## config.mk

```make
export PLATFORM = sky130hd
export DESIGN_NAME = pll_cfg_lock
export DESIGN_NICKNAME = d
export VERILOG_FILES = /design/src/rtl/pll_cfg_lock.sv
export SDC_FILE = /design/constraint.sdc
export NUM_CORES = 1
export LEC_CHECK = 0
export ABC_AREA = 1
export BUFFER_PORTS_ARGS = -buffer_cell sky130_fd_sc_hd__buf_2
export CAP_MARGIN = 20
export CORE_ASPECT_RATIO = 1.75
export CORE_MARGIN = 2
export CORE_UTILIZATION = 53
export CTS_BUF_LIST = sky130_fd_sc_hd__clkbuf_4 sky130_fd_sc_hd__clkbuf_8
export CTS_CLUSTER_SIZE = 10
export DETAILED_ROUTE_END_ITERATION = 6
export GPL_TIMING_DRIVEN = 0
export HOLD_SLACK_MARGIN = 0.05
export MAX_ROUTING_LAYER = met4
export PLACE_DENSITY = 0.83
export SLEW_MARGIN = 20
export SYNTH_ARGS = -nofsm -noshare
export SYNTH_HDL_FRONTEND = slang
export SYNTH_SLANG_ARGS = --single-unit
```

## constraint.sdc

```tcl
create_clock -name clk -period 2 [get_ports clk]
set_clock_uncertainty 0.2 [all_clocks]
set_input_delay 0.4 -clock clk [delete_from_list [all_inputs] [get_ports clk]]
set_output_delay 0.4 -clock clk [all_outputs]
set_load 0.03 [all_outputs]
```

## src/rtl/pll_cfg_lock.sv

```systemverilog
module pll_cfg_lock #(
  parameter int DIV_W = 8,
  parameter int MUL_W = 11,
  parameter int CNT_W = 6
) (
  input  logic             clk,
  input  logic             rst_n,
  input  logic             wr_en,
  input  logic [DIV_W-1:0] wr_div,
  input  logic [MUL_W-1:0] wr_mul,
  input  logic [CNT_W-1:0] wr_cnt,
  input  logic             wr_half,
  input  logic             wr_irq_en,
  input  logic             slow_tick,
  output logic [DIV_W-1:0] div_o,
  output logic [MUL_W-1:0] mul_o,
  output logic             ref_en,
  output logic             loop_clk_en,
  output logic             pwr_down,
  output logic             half_sel,
  output logic             locked,
  output logic             irq
);

  logic [CNT_W-1:0] cnt_q;
  logic             busy_q;
  logic             irq_en_q;

  logic active_now, active_new, changed, restart, stop;

  assign active_now = (div_o != '0) && (mul_o != '0);
  assign active_new = (wr_div != '0) && (wr_mul != '0);
  assign changed    = (wr_div != div_o) || (wr_mul != mul_o);
  assign restart    = wr_en && active_new && (changed || !active_now);
  assign stop       = wr_en && !active_new;

  assign ref_en      = (div_o != '0);
  assign pwr_down    = (mul_o == '0);
  assign loop_clk_en = ref_en && !pwr_down;
  assign irq         = locked && irq_en_q;

  always_ff @(posedge clk or negedge rst_n) begin
    if (!rst_n) begin
      div_o    <= '0;
      mul_o    <= '0;
      half_sel <= 1'b0;
      irq_en_q <= 1'b0;
    end else if (wr_en) begin
      div_o    <= wr_div;
      mul_o    <= wr_mul;
      half_sel <= wr_half;
      irq_en_q <= wr_irq_en;
    end
  end

  always_ff @(posedge clk or negedge rst_n) begin
    if (!rst_n) begin
      cnt_q  <= '0;
      busy_q <= 1'b0;
      locked <= 1'b0;
    end else if (restart) begin
      cnt_q  <= wr_cnt;
      busy_q <= 1'b1;
      locked <= 1'b0;
    end else if (stop) begin
      cnt_q  <= '0;
      busy_q <= 1'b0;
      locked <= 1'b0;
    end else if (busy_q && slow_tick) begin
      if (cnt_q == '0) begin
        busy_q <= 1'b0;
        locked <= 1'b1;
      end else begin
        cnt_q <= cnt_q - 1'b1;
      end
    end
  end

  AST_LOCK_NEEDS_LOOP: assert property (@(posedge clk) disable iff (!rst_n)
    locked |-> loop_clk_en);
  AST_START_CLEARS: assert property (@(posedge clk) disable iff (!rst_n)
    (wr_en && wr_div != '0 && wr_mul != '0 && (wr_div != div_o || wr_mul != mul_o)) |=> !locked);
  AST_STOP_CLEARS: assert property (@(posedge clk) disable iff (!rst_n)
    (wr_en && wr_mul == '0) |=> (!locked && pwr_down));
  AST_LOCK_ON_TICK: assert property (@(posedge clk) disable iff (!rst_n)
    $rose(locked) |-> $past(slow_tick));
  AST_HOLD_CFG: assert property (@(posedge clk) disable iff (!rst_n)
    !wr_en |=> ($stable(div_o) && $stable(mul_o)));
  AST_SAME_KEEPS: assert property (@(posedge clk) disable iff (!rst_n)
    (wr_en && locked && wr_div == div_o && wr_mul == mul_o) |=> locked);

endmodule

```

==> summary.txt <==
Timing
  – Max transition margin: 56.30%
  – Max Slew Vio Count: 0
  – Unrepaired setup endpoints after global routing: true
  – Final setup viols: 0
  – Least-Margin Pin Slew: 0.6556 ns
  – Hold Slack: 0.1145 ns
  – Fin crit period: 1.967 ns
  – Final Hold Viols: 0
  – Max frequency: 0.5084 GHz
  – Crit share post-route: 98.34%

Pwr
  – Power per standard cell area: 737.7 nW/µm²
  – Cell-internal power: 0.001098 W
  – Comb power frac: 26.9%
  – Clock power frac: 30.5%
  – VDD IR max: 0.6159 mV
  – Leak pwr: 1.272 nW
  – Sw Ratio: 33.41%
  – Flop pwr share: 42.6%
  – Final Power: 0.001648 W
  – P_sw: 0.0005508 W

Synth
  – Number of synthesized flops with an enable pin: 0
  – Register area share after synthesis: 41.19%
  – Post-Synthesis Cells: 247
  – Syn Nets: 279
  – Synthesized area: 1762 µm²
  – #FFs+latches synth: 29
  – Syn avg cell area: 7.132 µm²
  – Distinct cells, synth: 25
  – Dominant synthesized flop cell: dfrtp_1
  – Asr flop ratio synth: 100.0%
  – Synth warn: 0

Worst hold path
  – Min-Delay Endpoint: half_sel$_DFFE_PN0P_
  – Type of the most critical hold path: in2reg
  – Hold path start: wr_half
  – Hold depth: 3

Placement
  – RePlAce Congestion: 0.8631
  – Port bufs: 54
  – DPL Wire Length: 3221 µm

Global routing
  – Met1 Use GR: 28.13%
  – Largest net degree at the start of global routing: 30
  – Vias in the first global route: 1,632
  – Global Route Usage Sum: 25.61%
  – Met2 usage: 41.49%
  – GR Util met3: 5.843%
  – Total gr overflow: 0
  – First-pass GRT wire length: 6803 µm
  – GRT busiest layer: met2
  – Antenna violations before repair: 0

Clocking
  – Root buf cell: clkbuf_8
  – Bufs on Longest Clock Path: 2
  – Clk sink count: 29
  – H-tree depth: 2
  – CTS tree: yes
  – Clk slew on worst S/H paths: 0.06 ns
  – Clock Latency Late Sink: 0.29 ns
  – Cts bufs inserted: 5

Critical path
  – CP Max Fanout: 3
  – Origin of the critical flop-to-flop path: div_o[5]$_DFFE_PN0P_
  – Worst Path Required: 1.40 ns
  – Worst Setup SP: mul_o[4]$_DFFE_PN0P_
  – Slowest stage delay, CP: 0.40 ns
  – Worst r2r dst: cnt_q[5]$_DFFE_PN0P_
  – WS Path Type: reg2out
  – Reg2Reg Depth: 12
  – Worst path bufs/invs: 3
  – Startpoint types: flip-flop
  – Crit. End Element: primary output
  – FF-to-FF setup slack: 0.11 ns
  – Cell Chain, Critical Path: inv_2, nand2_2, nor3_2, nand2_1, nand2_2, inv_2, buf_6
  – Arr. time, crit path: 1.37 ns
  – Family with the most delay on the worst path: simple AND/OR/NAND/NOR gates
  – Critical path's slowest cell: dfrtp_1

Layout
  – Layout Nets: 345
  – Area grow syn2layout: 26.85%
  – Diodes inserted: 0
  – Layout cell share with drive strength beyond 1: 29.07%

Routing
  – Wire per inst: 11.79 µm
  – Final ANT Viol Nets: 0
  – DRC violations left: 0
  – Final wirelength: 4196 µm
  – Via count: 1,704
  – Initial drt markers: 27
  – Detailed Routing Iterations Pass 1: 4
  – Vias per inst: 4.787

Flow run
  – Maxcap violations: 0

Die
  – Chip width: 47.58 µm
  – # rows: 27
  – Core area: 3176 µm²
  – Initial core utilization: 55.48%
  – I/O pin count: 56
  – Die Height: 80.27 µm
  – Die area: 3819 µm²

Outcome
  – Run status: completed
## cell usage in the layout, fill, tap and decap left out
cell type	instances
nand2_1	98
buf_2	53
dfrtp_1	29
inv_1	23
nand3_1	16
nor2_1	14
xnor2_1	13
o21ai_0	13
inv_2	10
nand2_2	6
clkbuf_8	6
buf_4	5
nor3_2	3
xor2_1	3
nand4_1	2
nand2_4	2
nor3_1	2
buf_1	2
nand3b_1	2
nor2_4	1
nor2_2	1
buf_12	1
nor4_1	1
clkbuf_1	1
o21a_1	1
o21ai_2	1
ha_1	1
clkbuf_4	1
dlygate4sd3_1	1
buf_6	1
## flip-flops by register name (all words and copies together) (netlist names)
name	flops
div_o	8
cnt_q	6
half_sel	1
busy_q	1
irq_en_q	1
locked	1
mul_o	11
## Yosys cell counts (2+ instances only)
library cell | n | area share [%]
nand3_1 | 16 | 4.5
inv_2 | 9 | 1.9
nand2_1 | 100 | 21
o21ai_0 | 13 | 3.7
nor3_1 | 3 | 0.85
dfrtp_1 | 29 | 41
buf_1 | 2 | 0.43
nand2_4 | 2 | 1.3
nor2_1 | 14 | 3.0
nand4_1 | 2 | 0.71
nand2_2 | 4 | 1.4
inv_1 | 24 | 5.1
xnor2_1 | 13 | 6.5
xor2_1 | 3 | 1.5
nand3b_1 | 2 | 0.85
nor3_2 | 2 | 1.1
## routing by layer
layer  up-vias  share of wire, %  wire [µm]
met1       766                38       1599
met3         9               4.4        184
met4         0               2.2         94
met5         -                 0          0
li1        881                 -          -
met2        48                55       2317
## how the worst max path moves through the flow
stage | slack [ns] | cells after the start | end
floorplan | 0.1 | 12 | cnt_q[4]$_DFFE_PN0P_
global placement | 0.10 | 12 | cnt_q[5]$_DFFE_PN0P_
detailed placement | 0.08 | 12 | cnt_q[2]$_DFFE_PN0P_
CTS | 0.02 | 7 | loop_clk_en
global route | -0.08 | 12 | cnt_q[5]$_DFFE_PN0P_
finish | 0.03 | 7 | loop_clk_en
## what timing repair did
action / in CTS / in global routing
cloned: 0 / 0
hold endpoints to repair: 29 / 0
setup buffers: 0 / 4
endpoints found under the setup margin: 1 / 2
hold buffers: 1 / 0
pin swaps: 1 / 4
resized for setup: 1 / 8
## power groups by stage
stage                     Clock [W]  Combinational [W]  Sequential [W]
after detailed placement          0           0.000431        0.000710
after floorplan                   0           0.000218        0.000778
after global routing       0.000529           0.000497        0.000710
after global placement            0           0.000422        0.000708
final                      0.000503           0.000444        0.000702
after CTS                  0.000509           0.000435        0.000702
## final cells by class
| class | count | area [µm²] |
|---|---|---|
| fillers | 289 | 940.9 |
| multi-input cells | 180 | 885.9 |
| flip-flops and latches | 29 | 725.7 |
| repair buffers | 59 | 319.1 |
| inverters | 33 | 123.9 |
| clock buffers | 7 | 90.09 |
| well taps | 43 | 53.80 |
| plain buffers | 5 | 36.28 |
## logic make-up after synthesis
family                   count (synthesis)  share of synthesized area, %
AND/OR/NAND/NOR                        148                         36.43
buffers and inverters                   38                         9.091
flip-flops                              29                         41.19
XOR/XNOR                                16                         7.955
AO/OA/AOI/OAI                           15                         4.617
adder cells (fa/ha/maj)                  1                        0.7101
## stage by stage
step	std cells	instance area [µm²]	setup WS (ns)	utilization, %	setup TNS [ns]
5_1_grt	356	2235	-0.07910	70.37	-0.3181
4_1_cts	352	2191	0.02072	68.99	0
3_3_place_gp	344	2086	0.1028	65.68	0
6_report	356	2235	0.03322	70.37	0
2_1_floorplan	247	1762	0.09516	-	0
3_5_place_dp	344	2086	0.08444	65.68	0
## tightest hold or removal path: cells and delay by family
| family | cells | cell delay (ns) |
|---|---|---|
| buf+inv | 1 | 0.07 |
| simple gates | 2 | 0.09 |
(Power assumes the default switching activity.)
